--- src/rtl/uart_tx_pkg.sv ---
package uart_tx_pkg;
  typedef struct packed {
    logic len_full;
    logic par_en;
    logic par_odd;
    logic stop2;
  } frame_cfg_t;
endpackage

--- src/rtl/tx_hold_buf.sv ---
module tx_hold_buf #(
  parameter int DATA_W = 8
) (
  input  logic              clk_i,
  input  logic              rst_ni,
  input  logic              wr_en_i,
  input  logic [DATA_W-1:0] wr_data_i,
  input  logic              take_i,
  output logic              full_o,
  output logic [DATA_W-1:0] data_o
);
  always_ff @(posedge clk_i or negedge rst_ni) begin
    if (!rst_ni) begin
      full_o <= 1'b0;
      data_o <= '0;
    end else if (wr_en_i) begin
      // a write wins over a same-cycle take; the old value is loaded
      full_o <= 1'b1;
      data_o <= wr_data_i;
    end else if (take_i) begin
      full_o <= 1'b0;
    end
  end

  assert_wr_fills_R6: assert property (@(posedge clk_i) disable iff (!rst_ni)
    wr_en_i |=> full_o);
  assert_empty_by_take_R6: assert property (@(posedge clk_i) disable iff (!rst_ni)
    $fell(full_o) |-> $past(take_i));
  assert_wr_replaces_R10: assert property (@(posedge clk_i) disable iff (!rst_ni)
    wr_en_i |=> data_o == $past(wr_data_i));
endmodule

--- src/rtl/tx_frame_shifter.sv ---
module tx_frame_shifter
  import uart_tx_pkg::*;
#(
  parameter int DATA_W = 8
) (
  input  logic              clk_i,
  input  logic              rst_ni,
  input  logic              bit_stb_i,
  input  frame_cfg_t        cfg_i,
  input  logic              buf_full_i,
  input  logic [DATA_W-1:0] buf_data_i,
  output logic              take_o,
  output logic              txd_o,
  output logic              done_o
);
  localparam int FRAME_W = DATA_W + 4;
  localparam int CNT_W   = $clog2(FRAME_W + 1);

  logic               busy_q;
  logic [FRAME_W-1:0] frame_q, frame_d;
  logic [CNT_W-1:0]   left_q, len_d;
  logic               last_bit;
  logic               par_bit;
  logic [DATA_W-1:0]  dmask;

  always_comb begin
    dmask = cfg_i.len_full ? {DATA_W{1'b1}} : {1'b0, {(DATA_W-1){1'b1}}};
    par_bit = (^(buf_data_i & dmask)) ^ cfg_i.par_odd;
    frame_d = '1;
    frame_d[0] = 1'b0;
    for (int i = 0; i < DATA_W; i++) begin
      if (dmask[i]) frame_d[1+i] = buf_data_i[i];
    end
    if (cfg_i.par_en) begin
      if (cfg_i.len_full) frame_d[1+DATA_W] = par_bit;
      else                frame_d[DATA_W]   = par_bit;
    end
    len_d = CNT_W'(DATA_W) + (cfg_i.len_full ? CNT_W'(1) : CNT_W'(0))
          + (cfg_i.par_en ? CNT_W'(1) : CNT_W'(0))
          + (cfg_i.stop2 ? CNT_W'(2) : CNT_W'(1));
  end

  assign last_bit = busy_q && (left_q == CNT_W'(1));
  assign take_o   = bit_stb_i && buf_full_i && (!busy_q || last_bit);
  assign txd_o    = busy_q ? frame_q[0] : 1'b1;

  always_ff @(posedge clk_i or negedge rst_ni) begin
    if (!rst_ni) begin
      busy_q  <= 1'b0;
      frame_q <= '1;
      left_q  <= '0;
      done_o  <= 1'b1;
    end else if (take_o) begin
      busy_q  <= 1'b1;
      frame_q <= frame_d;
      left_q  <= len_d;
      done_o  <= 1'b0;
    end else if (bit_stb_i && busy_q) begin
      frame_q <= {1'b1, frame_q[FRAME_W-1:1]};
      left_q  <= left_q - CNT_W'(1);
      if (last_bit) busy_q <= 1'b0;
      // entering the final stop bit with nothing held
      if (left_q == CNT_W'(2) && !buf_full_i) done_o <= 1'b1;
    end
  end

  assert_txd_on_strobe_R2: assert property (@(posedge clk_i) disable iff (!rst_ni)
    !$stable(txd_o) |-> $past(bit_stb_i));
  assert_start_low_R2: assert property (@(posedge clk_i) disable iff (!rst_ni)
    $rose(busy_q) |-> !txd_o);
  assert_done_clears_on_load_R7: assert property (@(posedge clk_i) disable iff (!rst_ni)
    take_o |=> !done_o);
endmodule

--- src/rtl/tx_irq_sel.sv ---
module tx_irq_sel (
  input  logic clk_i,
  input  logic rst_ni,
  input  logic sel_done_i,
  input  logic empty_i,
  input  logic done_i,
  output logic irq_o
);
  logic empty_q, done_q;

  always_ff @(posedge clk_i or negedge rst_ni) begin
    if (!rst_ni) begin
      empty_q <= 1'b1;
      done_q  <= 1'b1;
    end else begin
      empty_q <= empty_i;
      done_q  <= done_i;
    end
  end

  assign irq_o = sel_done_i ? (done_i & ~done_q) : (empty_i & ~empty_q);

  assert_irq_single_R8: assert property (@(posedge clk_i) disable iff (!rst_ni)
    irq_o |=> !irq_o);
endmodule

--- src/rtl/uart_tx_dbuf.sv ---
module uart_tx_dbuf
  import uart_tx_pkg::*;
#(
  parameter int DATA_W = 8
) (
  input  logic              clk_i,
  input  logic              rst_ni,
  input  logic              bit_stb_i,
  input  logic              len8_i,
  input  logic              par_en_i,
  input  logic              par_odd_i,
  input  logic              stop2_i,
  input  logic              irq_on_done_i,
  input  logic              wr_en_i,
  input  logic [DATA_W-1:0] wr_data_i,
  output logic              txd_o,
  output logic              buf_empty_o,
  output logic              shift_done_o,
  output logic              irq_o
);
  frame_cfg_t        cfg;
  logic              buf_full;
  logic [DATA_W-1:0] buf_data;
  logic              take;

  assign cfg = '{len_full: len8_i, par_en: par_en_i, par_odd: par_odd_i, stop2: stop2_i};
  assign buf_empty_o = ~buf_full;

  tx_hold_buf #(.DATA_W(DATA_W)) u_buf (
    .clk_i, .rst_ni, .wr_en_i, .wr_data_i,
    .take_i (take),
    .full_o (buf_full),
    .data_o (buf_data)
  );

  tx_frame_shifter #(.DATA_W(DATA_W)) u_shift (
    .clk_i, .rst_ni, .bit_stb_i,
    .cfg_i      (cfg),
    .buf_full_i (buf_full),
    .buf_data_i (buf_data),
    .take_o     (take),
    .txd_o      (txd_o),
    .done_o     (shift_done_o)
  );

  tx_irq_sel u_irq (
    .clk_i, .rst_ni,
    .sel_done_i (irq_on_done_i),
    .empty_i    (buf_empty_o),
    .done_i     (shift_done_o),
    .irq_o      (irq_o)
  );

  assert_irq_on_done_R8: assert property (@(posedge clk_i) disable iff (!rst_ni)
    ($rose(shift_done_o) && irq_on_done_i) |-> irq_o);
  assert_load_empties_R6: assert property (@(posedge clk_i) disable iff (!rst_ni)
    $rose(buf_empty_o) |-> !txd_o);
endmodule

--- config.mk ---
export PLATFORM = sky130hd
export DESIGN_NAME = uart_tx_dbuf
export DESIGN_NICKNAME = d
export VERILOG_FILES = /design/src/rtl/uart_tx_pkg.sv /design/src/rtl/tx_hold_buf.sv /design/src/rtl/tx_frame_shifter.sv /design/src/rtl/tx_irq_sel.sv /design/src/rtl/uart_tx_dbuf.sv
export SDC_FILE = /design/constraint.sdc
export NUM_CORES = 1
export LEC_CHECK = 0
export BUFFER_PORTS_ARGS = -buffer_cell sky130_fd_sc_hd__clkbuf_2
export CAP_MARGIN = 0
export CORE_ASPECT_RATIO = 1.5
export CORE_MARGIN = 3
export CORE_UTILIZATION = 45
export DETAILED_ROUTE_END_ITERATION = 6
export GPL_ROUTABILITY_DRIVEN = 1
export PLACE_DENSITY_LB_ADDON = 0.1
export SLEW_MARGIN = 0
export SYNTH_ARGS = -nofsm -noshare
export SYNTH_HDL_FRONTEND = slang
export SYNTH_SLANG_ARGS = --single-unit
--- constraint.sdc ---
create_clock -name clk_i -period 4.7 [get_ports clk_i]
set_input_delay 0.235 -clock clk_i [delete_from_list [all_inputs] [get_ports clk_i]]
set_output_delay 0.235 -clock clk_i [all_outputs]
set_load 0.01 [all_outputs]
==> impl_metrics.yaml <==
outcome:
  violations: "hold timing"
  status: "complete, but fails checks"
route:
  ant_nets: 0
  first_pass_iters: 4
  drt_iter0_markers: 17
  vias: 928
  via_per_inst: 5.10
  wl_um: 2290
  avgRoutedWirePerCell_um: 12.6
  drt_drc_violations_left: 0
die:
  die_y_um: 73.0
  fp.dieW_um: 50.6
  die-area_um2: 3690
  rows: 23
  start_util_pct: 48.7
  ioPinCount: 21
  coreArea_um2: 2760
synthesis:
  synth.yosys.seq_area_share_pct: 51.4
  synth-simple-area-share_pct: 11.0
  synth_xor_area_share_pct: 5.86
  ys_warn_count: 0
  synth_top_area_cell: "dfrtp_1"
  synthFlopType: "dfrtp_1"
  ys_types: 31
  synthAdderAreaFrac_pct: 5.21
  synth_fp_nets: 147
  synth_top_cell_area_share_pct: 26.0
  synth_top_family_by_area: "compound AO/OA/AOI/OAI gates"
  async_flop_share_pct: 100
  synth_area_leaders: "dfrtp_1, dfstp_2, nand2_1"
  synth_compound_area_share_pct: 11.4
  syn_area_um2: 1350
  synthesis.area_per_instance_um2: 10.8
  synthCells: 125
  synth.area.mux_share_pct: 11.1
  synth_seq_cells: 27
  synth_edf_count: 0
setup_path:
  cp_slowest_cell: "dfrtp_1"
  crit_chain: "inv_1, ha_1, or3b_4, a21oi_1, o311ai_0, o211ai_1"
  r2r-start: "u_shift.left_q[1]"
  critPathKind: "reg2reg"
  worst_setup_path_end_kind: "flop"
  max_stage_delay_ps: 420
  reg2reg_slack_ps: 2890
  crit_path_max_fanout: 5
  required_ps: 4890
  crit_family: "compound AO/OA/AOI/OAI gates"
  start_kind: "flop"
  reg2regPathDepth: 6
  reg2reg_to: "u_shift.frame_q[8]"
  path_buf_inv: 1
  arrival_ps: 2010
global_route:
  grt_start_max_net_pins: 28
  grt_pass1_wl_um: 3960
  grt_pass1_vias: 948
  grt_antenna_before_repair: 0
  grt_overflow_total: 0
  grt_use_total_pct: 13.9
place:
  io_buffers: 20
  place_hpwl_um: 1730
  routabilityCongestion: 0.724
  dp_cells: 178
sta:
  fin_crit_sh_pct: 38.6
  whs_ps: -19.1
  fin_worst_skew_ps: 4.51
  rsz0062_at_grt: "no"
  setup_viol: 0
  worst_slew_margin_rel_pct: 56.0
  hold_viol_final: 14
  slew_viol_final: 0
  setup_tns_ps: 0
  tightest_slew_ps: 659
  period_minus_slack_ps: 1810
  timing.fmax_mhz: 551
clock_tree:
  cts_buffers: 3
  ctsResizeCount: 0
  clock_latency_ps: 270
  clkSlewWorstSetupHoldPaths_ps: 90
  holdBufCountCts: 0
  post_cts_buffers: 0
  clock-root-buffer: "clkbuf_8"
  cts_max_level: 1
  cts.sink_count: 27
  cts_tree: "yes"
  clockBufferDepth: 2
worst_hold_path:
  hp-class: "in2async"
cells_and_area:
  finalNonFillerCells: 182
  area_growth_syn_to_layout_pct: 12.7
  fin_util_pct: 54.9
  drive_gt1_share_pct: 31.7
  nNetsFinal: 168
  num_antenna_cells: 0
  n_fill_cell: 265
power_and_ir_drop:
  p_leak_nw: 0.714
  p_per_area_nw_per_um2: 428
  ir_worst_vdd_v: 0.000257
job:
  drv_cap: 0
## cell type report
class / count / area, um^2 / share of cell area (%)
Multi-Input combinational cell: 86 / 599 / 39.5
Sequential cell: 27 / 692 / 45.6
Clock buffer: 4 / 45.0 / 2.97
Inverter: 7 / 26.3 / 1.73
Timing Repair Buffer: 21 / 108 / 7.10
Tap cell: 37 / 46.3 / 3.05
## cells in the final DEF (no fill, tap or decap)
cell type,count
o21ai_0,7
xor2_1,1
o31ai_1,1
nor2_1,2
mux2_2,7
nand2_1,23
clkbuf_2,20
nand3b_1,1
nand3_1,1
nor2b_1,1
nor4_1,2
nor3_1,1
clkbuf_8,3
dfrtp_1,14
o21ai_1,7
o311ai_0,1
dfstp_2,13
a21o_1,1
a21o_4,1
ha_1,4
fa_1,1
buf_4,1
o211ai_1,1
a41oi_1,1
or3b_4,1
a2bb2oi_1,1
inv_1,7
nand2b_1,1
clkbuf_1,1
mux2i_1,7
xnor2_1,8
a21oi_1,4
## stage by stage
step / setup slack, ps / power (mW) / cell area (um^2)
2_1_floorplan: 3060 / 0.477 / 1350
3_3_place_gp: 3000 / 0.518 / 1470
3_5_place_dp: 2860 / 0.529 / 1470
4_1_cts: 2850 / 0.657 / 1520
5_1_grt: 2700 / 0.697 / 1520
6_report: 2890 / 0.649 / 1520
## worst register-to-register path: stages (launching register included)
cell and delay, ps:
dfrtp_1 420, inv_1 90, ha_1 140, or3b_4 390, a21oi_1 350, o311ai_0 230
o211ai_1 130
## report_power, final
| part | leakage (nW) | switching (mW) | internal [mW] |
|---|---|---|---|
| registers | 0.294 | 0.0426 | 0.301 |
| clock network | 0.0228 | 0.0675 | 0.0606 |
| logic | 0.398 | 0.0874 | 0.0893 |
## Yosys cell counts, drive strengths merged, types with 2 or more instances
library cell	number
a21o	2
a21oi	4
buf	2
clkbuf	3
dfrtp	14
dfstp	13
ha	4
inv	7
mux2	7
mux2i	7
nand2	23
nor2	2
nor4	2
o21ai	14
xnor2	8
## how the worst max path moves through the flow
stage,to,from,slack [ps],cells after the start
floorplan,u_shift.left_q[1],u_shift.left_q[1],3060,7
global placement,u_shift.frame_q[8],u_shift.left_q[1],3000,6
detailed placement,u_shift.frame_q[8],u_shift.left_q[1],2860,6
CTS,u_shift.frame_q[8],u_shift.left_q[1],2850,6
global route,u_shift.frame_q[8],u_shift.left_q[1],2700,6
finish,u_shift.frame_q[8],u_shift.left_q[1],2890,6
## sequential cells by signal, summed over array words and instances, names as in the netlist
register / cells
u_shift.busy_q: 1
u_irq.empty_q: 1
u_buf.data_o: 8
u_irq.done_q: 1
u_shift.done_o: 1
u_buf.full_o: 1
u_shift.left_q: 4
u_shift.frame_q: 10
## cell families after synthesis
logic type / after synthesis
simple gates: 33
fa+ha+maj: 5
mux: 14
compound gates: 25
buf+inv: 12
flops: 27
xor+xnor: 9
## layer usage
metal / vias up / routed length (um) / track usage, %
met2: 15 / 1190 / 25.9
li1: 461 / - / -
met1: 450 / 1010 / 15.7
met5: - / 0 / 0
met3: 2 / 64 / 1.84
met4: 0 / 19 / 5.39
Power figures use the tool's default switching activity.
